`config.mk`:
```
export PLATFORM = sky130hd
export DESIGN_NAME = atm_cell_tx
export DESIGN_NICKNAME = d
export VERILOG_FILES = /design/src/rtl/atm_cell_tx_pkg.sv /design/src/rtl/atm_hec_step.sv /design/src/rtl/atm_payload_scrambler.sv /design/src/rtl/atm_cell_counter.sv /design/src/rtl/atm_cell_tx.sv
export SDC_FILE = /design/constraint.sdc
export NUM_CORES = 1
export LEC_CHECK = 0
export ABC_CLOCK_PERIOD_IN_PS = 3200
export BUFFER_PORTS_ARGS = -buffer_cell sky130_fd_sc_hd__buf_2
export CAP_MARGIN = 0
export CORE_UTILIZATION = 35
export CTS_CLUSTER_DIAMETER = 150
export DETAILED_ROUTE_END_ITERATION = 12
export PLACE_DENSITY = 0.63
export SLEW_MARGIN = 20
export SYNTH_ARGS = -nofsm -noshare
export SYNTH_HDL_FRONTEND = slang
export SYNTH_HIERARCHICAL = 1
export SYNTH_SLANG_ARGS = --single-unit
```
`constraint.sdc`:
```
create_clock -name clk -period 3.2 [get_ports clk]
set_input_delay 0.48 -clock clk [delete_from_list [all_inputs] [get_ports clk]]
set_output_delay 0.48 -clock clk [all_outputs]
set_load 0.01 [all_outputs]
```
`src/rtl/atm_cell_tx_pkg.sv`:
```
package atm_cell_tx_pkg;
    localparam int HDR_OCTETS  = 4;
    localparam int PAY_OCTETS  = 48;
    localparam int CELL_OCTETS = HDR_OCTETS + 1 + PAY_OCTETS;
    localparam int IDX_W       = $clog2(CELL_OCTETS);
    localparam int SCR_LEN     = 43;

    localparam logic [IDX_W-1:0] IDX_HEC  = IDX_W'(HDR_OCTETS);
    localparam logic [IDX_W-1:0] IDX_LAST = IDX_W'(CELL_OCTETS - 1);

    localparam logic [7:0]              HEC_POLY  = 8'h07;
    localparam logic [7:0]              HEC_COSET = 8'h55;
    localparam logic [8*HDR_OCTETS-1:0] IDLE_HDR  = 32'h0000_0001;
    localparam logic [7:0]              IDLE_FILL = 8'h6A;

    typedef struct packed {
        logic               active;
        logic               idle;
        logic [IDX_W-1:0]   idx;
        logic [7:0]         crc;
        logic [SCR_LEN-1:0] scr;
        logic [7:0]         odata;
        logic               ovalid;
        logic               osoc;
    } seq_t;
endpackage

```
`src/rtl/atm_hec_step.sv`:
```
module atm_hec_step
    import atm_cell_tx_pkg::*;
(
    input  logic [7:0] crc_in,
    input  logic [7:0] octet,
    output logic [7:0] crc_out
);
    // one octet of the header CRC, most significant bit first
    always_comb begin
        logic [7:0] c;
        c = crc_in;
        for (int b = 7; b >= 0; b--) begin
            if (c[7] ^ octet[b]) begin
                c = {c[6:0], 1'b0} ^ HEC_POLY;
            end else begin
                c = {c[6:0], 1'b0};
            end
        end
        crc_out = c;
    end
endmodule

```
`src/rtl/atm_payload_scrambler.sv`:
```
module atm_payload_scrambler #(
    parameter int LEN = 43
) (
    input  logic [LEN-1:0] state_in,
    input  logic [7:0]     octet_in,
    output logic [7:0]     octet_out,
    output logic [LEN-1:0] state_out
);
    // self-synchronising: each sent bit mixes with the bit sent LEN earlier
    always_comb begin
        logic [LEN-1:0] s;
        s         = state_in;
        octet_out = '0;
        for (int b = 7; b >= 0; b--) begin
            octet_out[b] = octet_in[b] ^ s[LEN-1];
            s            = {s[LEN-2:0], octet_out[b]};
        end
        state_out = s;
    end
endmodule

```
`src/rtl/atm_cell_counter.sv`:
```
module atm_cell_counter #(
    parameter int W = 32
) (
    input  logic         clk,
    input  logic         rst_n,
    input  logic         clr,
    input  logic         inc,
    output logic [W-1:0] count
);
    localparam logic [W-1:0] TOP = {W{1'b1}};

    logic [W-1:0] cnt_d, cnt_q;

    always_comb begin
        cnt_d = cnt_q;
        if (clr) begin
            cnt_d = '0;
        end else if (inc && (cnt_q != TOP)) begin
            cnt_d = cnt_q + 1'b1;
        end
    end

    always_ff @(posedge clk or negedge rst_n) begin
        if (!rst_n) begin
            cnt_q <= '0;
        end else begin
            cnt_q <= cnt_d;
        end
    end

    assign count = cnt_q;
endmodule

```
`src/rtl/atm_cell_tx.sv`:
```
module atm_cell_tx
    import atm_cell_tx_pkg::*;
#(
    parameter int CNT_W = 32
) (
    input  logic             clk,
    input  logic             rst_n,
    input  logic             cell_req,
    input  logic             tx_en,
    input  logic             fifo_cell_avail,
    input  logic [7:0]       fifo_data,
    output logic             fifo_rd,
    output logic [7:0]       out_data,
    output logic             out_valid,
    output logic             out_soc,
    input  logic             cnt_clr,
    output logic [CNT_W-1:0] cell_cnt
);
    seq_t               seq_d, seq_q;
    logic [7:0]         src_octet;
    logic [7:0]         crc_nx;
    logic [7:0]         scr_octet;
    logic [SCR_LEN-1:0] scr_nx;
    logic               rd_c;
    logic               cnt_inc;

    // octet entering the cell: FIFO head, or the idle pattern
    always_comb begin
        src_octet = q_idle_fill();
        if (seq_q.idle) begin
            for (int k = 0; k < HDR_OCTETS; k++) begin
                if (seq_q.idx == IDX_W'(k)) begin
                    src_octet = IDLE_HDR[8*(HDR_OCTETS-1-k) +: 8];
                end
            end
        end
    end

    function automatic logic [7:0] q_idle_fill();
        return seq_q.idle ? IDLE_FILL : fifo_data;
    endfunction

    atm_hec_step u_hec (
        .crc_in  (seq_q.crc),
        .octet   (src_octet),
        .crc_out (crc_nx)
    );

    atm_payload_scrambler #(.LEN(SCR_LEN)) u_scr (
        .state_in  (seq_q.scr),
        .octet_in  (src_octet),
        .octet_out (scr_octet),
        .state_out (scr_nx)
    );

    always_comb begin
        seq_d        = seq_q;
        seq_d.ovalid = 1'b0;
        seq_d.osoc   = 1'b0;
        rd_c         = 1'b0;
        cnt_inc      = 1'b0;
        if (!seq_q.active) begin
            if (cell_req) begin
                seq_d.active = 1'b1;
                seq_d.idle   = !fifo_cell_avail;
                seq_d.idx    = '0;
                seq_d.crc    = '0;
                cnt_inc      = fifo_cell_avail;
            end
        end else if (tx_en) begin
            seq_d.ovalid = 1'b1;
            seq_d.osoc   = (seq_q.idx == '0);
            if (seq_q.idx < IDX_HEC) begin
                seq_d.odata = src_octet;
                seq_d.crc   = crc_nx;
                rd_c        = !seq_q.idle;
            end else if (seq_q.idx == IDX_HEC) begin
                seq_d.odata = seq_q.crc ^ HEC_COSET;
            end else begin
                seq_d.odata = scr_octet;
                seq_d.scr   = scr_nx;
                rd_c        = !seq_q.idle;
            end
            if (seq_q.idx == IDX_LAST) begin
                seq_d.active = 1'b0;
            end else begin
                seq_d.idx = seq_q.idx + 1'b1;
            end
        end
    end

    always_ff @(posedge clk or negedge rst_n) begin
        if (!rst_n) begin
            seq_q <= '0;
        end else begin
            seq_q <= seq_d;
        end
    end

    atm_cell_counter #(.W(CNT_W)) u_cnt (
        .clk   (clk),
        .rst_n (rst_n),
        .clr   (cnt_clr),
        .inc   (cnt_inc),
        .count (cell_cnt)
    );

    assign fifo_rd   = rd_c;
    assign out_data  = seq_q.odata;
    assign out_valid = seq_q.ovalid;
    assign out_soc   = seq_q.osoc;
endmodule

```
# Yosys cells after proc, flatten, opt, wreduce, memory -nomap -nowiden
# Cells that the tools add are included.
[word_totals] word_cells=95 ff_bits=101
[op_classes] addsub=2 magnitude_cmp=1 mux=35 eq_ne=9 n_reduce_logical=11 n_bitwise=28
[ops] cell="$mux 43" count=2
[ops] cell="$mux 8" count=9
[ops] cell="$mux 67" count=1
[ops] cell="$mux 32" count=2
[ops] cell="$add 32x1->32 const B" count=1
[ops] cell="$ne 32x32->1 const B" count=1
[ops] cell="$mux 3" count=8
[ops] cell="$not 3->3" count=8
[ops] cell="$mux 16" count=1
[ops] cell="$xor 1x1->1" count=16
[ops] cell="$mux 14" count=1
[ops] cell="$eq 6x2->1 const B" count=2
[ops] cell="$mux 1" count=9
[ops] cell="$add 6x1->6 const B" count=1
[ops] cell="$eq 6x1->1 const B" count=1
[ops] cell="$eq 6x3->1 const B" count=1
[ops] cell="$eq 6x6->1 const B" count=1
[ops] cell="$logic_not 6->1" count=1
[ops] cell="$lt 6x3->1 const B" count=1
[ops] cell="$mux 6" count=1
[ops] cell="$reduce_and 3->1" count=2
[ops] cell="$ne 2x2->1 const B" count=2
[ops] cell="$not 4->4" count=1
[ops] cell="$reduce_and 2->1" count=2
[ops] cell="7 further kinds" count=11

# Longest topological paths before layout
# Gate-level depths: netlist of run 1.
[logic_depth] depth_word=25 ltp_mapped=11

# Cells and area by module
# Netlist of run 1, hierarchy kept.
[modules_own_cells] module="atm_cell_tx" seq_area_each_um2=1726.7 area_per_inst_um2=3150.5 n_inst=1 cells_per_inst=254
[modules_own_cells] module="atm_cell_counter" seq_area_each_um2=800.8 area_per_inst_um2=1854.3 n_inst=1 cells_per_inst=198
[modules_own_cells] module="atm_payload_scrambler" seq_area_each_um2=0.0 area_per_inst_um2=392.9 n_inst=1 cells_per_inst=51
[modules_own_cells] module="atm_hec_step" seq_area_each_um2=0.0 area_per_inst_um2=183.9 n_inst=1 cells_per_inst=21

# Least setup slack after synthesis of run 1
# Ideal clock, no wire load.
[synth_timing] path_type="reg-to-reg" startpoint="register seq_q[64] in the netlist's numbering" endpoint="register seq_q[55] in the netlist's numbering" path_slack_ps=746 arrival_time_ps=2371 setup_ps=83 stages_incl_launch_ff=10 path_buffers=1 cell_sequence="dfrtp_1 > or3_4 > buf_6 > o31ai_1 > o21ai_0 > xor2_1 > xnor2_1 > xnor2_1 > nand3_1 > o21ai_0"
[synth_between] word_cells_on_any_way=28 classes_between="order compare: 1; eq/ne: 4; mux: 13; bitwise: 8; reduce/logical: 2"
[synth_rtl] item="start: declaration" line="atm_cell_tx.sv:19" text="seq_t seq_d, seq_q;"
[synth_rtl] item="start signal: assignment" line="atm_cell_tx.sv:96" text="seq_q <= seq_d;"
[synth_rtl] item="$logic_not 6->1" line="atm_cell_tx.sv:32" text="if (seq_q.idx == IDX_W'(k)) begin"
[synth_rtl] item="$mux 8 (3 in series)" line="atm_cell_tx.sv:32"
[synth_rtl] item="$mux 8 *" line="atm_cell_tx.sv:32"
[synth_rtl] item="$mux 8 *" line="atm_cell_tx.sv:30" text="if (seq_q.idle) begin"
[synth_rtl] item="via src_octet[6]" line="atm_cell_tx.sv:20" text="logic [7:0] src_octet;"
[synth_rtl] item="$xor 1x1->1 *" line="atm_hec_step.sv:13" text="if (c[7] ^ octet[b]) begin"
[synth_rtl] item="$mux 3 *" line="atm_hec_step.sv:13"
[synth_rtl] item="$xor 1x1->1 *" line="atm_hec_step.sv:13"
[synth_rtl] item="$mux 3 *" line="atm_hec_step.sv:13"
[synth_rtl] item="via crc_nx[2]" line="atm_cell_tx.sv:21" text="logic [7:0] crc_nx;"
[synth_rtl] item="$mux 8 *" line="atm_cell_tx.sv:73" text="if (seq_q.idx < IDX_HEC) begin"
[synth_rtl] item="$mux 67 *" line="atm_cell_tx.sv:70" text="end else if (tx_en) begin"
[synth_rtl] item="$mux 14 *" line="atm_cell_tx.sv:62" text="if (!seq_q.active) begin"
# The timed path passes the listed nets; every way through them passes the cells marked *. The select of a mux whose other input is x is not followed.
# A chain may end at the register's enable or synchronous reset.

# Worst setup path after layout of run 1
[layout_timing] startpoint="register seq_q[64] in the netlist's numbering" endpoint="register seq_q[53] in the netlist's numbering"
# Same word-level chain as after synthesis.

==> results of run 1 <==
[per-stage QoR]
stage          total power [mW]  cells  hold WS (ns)
6_report                   4.93    741         0.210
5_1_grt                    5.25    741         0.268
4_1_cts                    4.97    741         0.241
3_5_place_dp               3.86    725         0.487
3_3_place_gp               3.80    725         0.483
2_1_floorplan              3.93    524         0.184
[final timing paths]
check	end	slack (ns)	cells past startpoint
max in group asynchronous	seq_q[19]	2.28	2
worst min-delay path	seq_q[33]	0.21	1
worst min register to register	seq_q[39]	0.50	1
worst max register to register	seq_q[53]	0.45	8
min in group clk	seq_q[68]	0.40	2
worst max-delay path	seq_q[53]	0.45	8
[kinds of logic after synthesis]
| family | count (synthesis) |
|---|---|
| AND/OR/NAND/NOR | 147 |
| XOR/XNOR | 44 |
| multiplexers | 53 |
| flip-flops | 101 |
| adder cells (fa/ha/maj) | 5 |
| AO/OA/AOI/OAI | 78 |
| buffers and inverters | 96 |
[flip-flops by register name, indices dropped and copies added (netlist names)]
name and count:
seq_q 59, u_cnt/count 32, out_valid 1, out_data 8
out_soc 1
[cell type report]
cell class | count | area [um^2] | area share [%]
clock inverters | 7 | 78.8 | 1.32
flip-flops and latches | 101 | 2530 | 42.4
well taps | 211 | 264 | 4.43
inverters | 26 | 97.6 | 1.64
clock buffers | 9 | 225 | 3.78
multi-input cells | 327 | 2450 | 41.0
repair buffers | 60 | 325 | 5.45
[per-layer routing]
layer | vias to the layer above | global-route usage [%]
met3 | 8 | 3.80
met5 | - | 0
met1 | 1875 | 18.7
met2 | 83 | 22.0
li1 | 1799 | -
met4 | 0 | 3.39
[worst max-delay path: cells and delay by family, from the launching register on]
family	cells	cell delay [ns]
compound gates	3	0.77
xor+xnor	3	0.77
simple gates	2	0.61
flops	1	0.45
[layout by cell type, fill, tap and decap left out, types with 2 or more instances in the layout]
master,n
clkinv_8,2
dfrtp_1,101
nand2b_1,3
buf_2,55
xor2_1,19
o31ai_1,5
a21oi_1,15
nand2_1,16
inv_1,26
nand3_1,21
inv_6,2
a31oi_1,6
or4_1,3
mux2i_1,4
and3_1,12
xnor2_1,25
nor3_1,5
a32oi_1,8
nor2_1,35
clkinv_4,2
o21ai_0,19
ha_1,5
nor2_4,2
a31o_2,3
mux2_4,3
and2_1,5
a221oi_1,2
buf_4,4
nor4_2,2
a21o_1,3
or3_1,5
nor4_1,5
a211oi_1,7
nand4_1,9
mux2_2,46
nor2b_1,12
clkbuf_16,9
[power breakdown]
group          internal, mW  switching, mW  total, mW
Sequential             1.69          0.295       1.99
Combinational         0.916          0.946       1.86
Clock                 0.555          0.527       1.08
==> results.txt, run 1 <==
vias in the first global route: 3664
post-synthesis adder-cell area fraction: 1.12%
initial antenna violation count: 0
gp weighted congestion: 0.838
crit-path cells: or3_4 -> o31ai_1 -> o21ai_0 -> xor2_1 -> xnor2_1 -> xnor2_1 -> nand3_1 -> o21ai_0
compound-gate portion of the synthesized area: 9.82%
fraction of the mapped netlist area in simple logic gates: 15.2%
TritonCTS clock tree: built
CP Capture Type: flip-flop
Final nets: 544
Skew-Pair Late Insertion Delay: 0.35 ns
wire length on met3: 571 um
status: finished, final reports clean
Top Layer Used: met4
CP Max Fanout: 12
GR Overflow Total: 0
I/O pin total: 57
RSZ-0062 raised after global routing: no
Critical Path AT: 2.96 ns
PD cells: 826 nW/um^2
fillers: 1524
H-Tree Depth: 3
Slowest cell on crit path: or3_4
Synth Instances: 524
final WL: 11.0 mm
slowest cell delay on critical path: 0.53 ns
Distinct cells, synth: 57
worst min-delay path class: in -> async
die footprint: 16500 um^2
setup violators final: 0
post-place setup slack: 0.466 ns
top-area cell type share of the netlist area: 45.3%
Slew Limit Fails: 0
peak supply drop: 380 uV
core area: 15400 um^2
Finished Cell Area: 5970 um^2
top post-synthesis cells by count: dfrtp_1 (101), buf_4 (52), mux2_2 (46)
first-pass GRT wire length: 18.4 mm
asr flop ratio synth: 100%
Tightest Pin Transition: 0.795 ns
largest family of logic cells by synthesized area: simple AND/OR/NAND/NOR gates
post-synth top area cell: dfrtp_1
Most used DFF post-synth: dfrtp_1
Antenna Cells: 0
clk buf depth: 2
ANT nets after route: 0
Std-Cell Rows: 45
Hold Violations, Final: 0
Wirelength per Cell: 14.8 um
required time worst endpoint: 3.41 ns
clock slew at reported path FFs: 0.08 ns
multiplexer share of the synthesized area: 10.8%
cts hold-fix bufs: 0
Die Y: 128 um
synth top area cells: dfrtp_1 (45%), mux2_2 (9.3%), buf_4 (7.0%)
Worst Setup SP: seq_q[64]
Seq/Total Area, Yosys: 45.3%
Final Worst Setup Slack: 0.452 ns
largest net degree at the start of global routing: 64
Max-Cap Viols: 0
Chip Width: 128 um
Syn Area/Cell: 10.7 um^2
routed vias: 3765
f_max: 364 MHz
most numerous cell in the Yosys netlist: dfrtp_1
Initial Util: 36.3%
relative slew slack: 47.0%
Pleak: 2.60 nW
Total Routing Usage GR: 13.9%
fin util: 38.8%
Port-buffer cells: 56
Post-route DRC: 0
Startpoint Class: flip-flop
CTS root buffer: clkbuf_16
Post-Syn Area: 5580 um^2
share of layout cells above drive strength 1: 26.8%
Placed Area: 5660 um^2
DP HPWL: 7.71 mm
CTS Buf Count: 9
M1 WL: 5.24 mm
Setup TNS: 0 ns
Starting DRT DRC Count: 196
Reg2Reg Launch Point: seq_q[64]
routed vias/inst: 5.08
number of clock sinks: 101
Yosys warning total: 6
Synth Area in XOR/XNOR: 6.90%
TritonRoute pass-1 iters: 4
kind of critical path: reg -> reg
syn nets: 543
Met2 Wirelength: 5.05 mm
Post-CTS Resized: 0
fin crit share: 85.9%
min cycle time layout: 2.75 ns
Clock Skews: 0.00771 ns
Post-synth EDFFs: 0
Yosys reg bits: 101
P&R area growth vs syn: 6.88%
post-CTS setup buffers: 0
(Power assumes the default switching activity.)
==> inputs of run 2 (changes only) <==
Settings changed: ABC_CLOCK_PERIOD_IN_PS 3200 to 3190.
Clock period 3.2 ns to 3.19 ns, I/O delays scaled along.
==> results.txt, run 2 (synthesis results as in run 1) <==
status: finished, final reports clean
worst min-delay path class: in -> async
post-CTS setup buffers: 0
RSZ-0062 raised after global routing: no
min cycle time layout: 2.76 ns
I/O pin total: 57
kind of critical path: reg -> reg
Slew Limit Fails: 0
Post-route DRC: 0
gp weighted congestion: 0.840
Skew-Pair Late Insertion Delay: 0.35 ns
Die Y: 128 um
R2R cell count: 8
Finished Cell Area: 5950 um^2
fillers: 1499
routed vias/inst: 5.07
peak supply drop: 411 uV
Critical Path AT: 3.02 ns
CTS Buf Count: 9
Final nets: 545
largest net degree at the start of global routing: 102
Port-buffer cells: 56
H-Tree Depth: 3
Hold Violations, Final: 0
DP HPWL: 7.64 mm
Pleak: 2.59 nW
Largest Register: seq_q
clock slew at reported path FFs: 0.07 ns
most frequent cells in the layout: dfrtp_1 (101), buf_2 (55), mux2_2 (46)
f_max: 363 MHz
Std-Cell Rows: 45
CP Capture Type: flip-flop
Top Layer Used: met4
ANT nets after route: 0
Startpoint Class: flip-flop
hold_ws: 0.178 ns
Placed Area: 5670 um^2
PD cells: 826 nW/um^2
non-filler cells, final: 742
setup violators final: 0
max FFs per register: 59
commonest non-fill, non-tap cell in the layout: dfrtp_1
Chip Width: 128 um
Net Switching: 1.75 mW
Initial Util: 36.3%
first-pass GRT wire length: 18.5 mm
Met2 Wirelength: 5.17 mm
clock power share: 21.3%
Tightest Pin Transition: 0.725 ns
Setup TNS: 0 ns
initial antenna violation count: 0
Max-Cap Viols: 0
Antenna Cells: 0
relative slew slack: 51.6%
CTS root buffer: clkbuf_16
Int Pwr: 3.16 mW
die footprint: 16500 um^2
cts hold-fix bufs: 0
M1 WL: 5.17 mm
Post-CTS Resized: 0
share of layout cells above drive strength 1: 26.9%
vias in the first global route: 3697
Total Routing Usage GR: 14.1%
number of clock sinks: 101
Starting DRT DRC Count: 257
final WL: 11.0 mm
core area: 15400 um^2
TritonRoute pass-1 iters: 5
Clock Skews: 0.00850 ns
cell count after placement: 726
combinational fraction of design power: 38.9%
wire length on met3: 592 um
share of power burned in registers: 39.8%
routed vias: 3760
clk buf depth: 2
Wirelength per Cell: 14.9 um
Switching Fraction: 35.6%
required time worst endpoint: 3.45 ns
P&R area growth vs syn: 6.66%
fin crit share: 86.4%
GR Overflow Total: 0
TritonCTS clock tree: built
CP Max Fanout: 12
==> run 2: per-stage QoR <==
step	setup slack [ns]	power, mW	utilization [%]
4_1_cts	0.471	4.97	38.7
5_1_grt	0.155	5.27	38.7
3_3_place_gp	0.545	3.83	36.9
6_report	0.433	4.92	38.7
2_1_floorplan	0.736	3.95	-
3_5_place_dp	0.435	3.89	36.9
==> run 2: path summary, 6_finish.rpt <==
path	to	slack (ns)	startpoint
worst min register to register	seq_q[14]	0.50	seq_q[14]
worst min-delay path	seq_q[33]	0.18	rst_n
max in group asynchronous	u_cnt/count[31]	2.59	rst_n
worst max register to register	seq_q[57]	0.43	seq_q[64]
worst max-delay path	seq_q[57]	0.43	seq_q[64]
min in group clk	seq_q[68]	0.39	cell_req
==> run 2: layout make-up <==
cell class	instances	area, um^2	area share [%]
multi-input cells	327	2450	41.1
flip-flops and latches	101	2530	42.5
clock inverters	7	58.8	0.988
well taps	211	264	4.43
repair buffers	61	333	5.59
inverters	26	97.6	1.64
clock buffers	9	225	3.78
==> run 2: worst max-delay path, stage by stage, from the launching register on <==
cell     delay, ns
dfrtp_1       0.46
or3_4         0.53
o31ai_1       0.42
o21ai_0       0.28
xnor2_1       0.34
xor2_1        0.30
xnor2_1       0.16
nand3_1       0.07
o21ai_0       0.11
==> run 2: metal layers <==
layer / track usage [%] / vias up
li1: - / 1798
met4: 3.18 / 0
met1: 18.6 / 1838
met3: 3.88 / 14
met5: 0 / -
met2: 23.0 / 110
==> run 2: power by group through the flow <==
stage / sequential [mW] / clock, mW / combinational, mW
floorplan: 1.91 / 0 / 2.03
global placement: 1.97 / 0 / 1.86
detailed placement: 1.98 / 0 / 1.91
CTS: 1.96 / 1.09 / 1.92
global route: 2.01 / 1.15 / 2.11
finish: 1.96 / 1.05 / 1.91
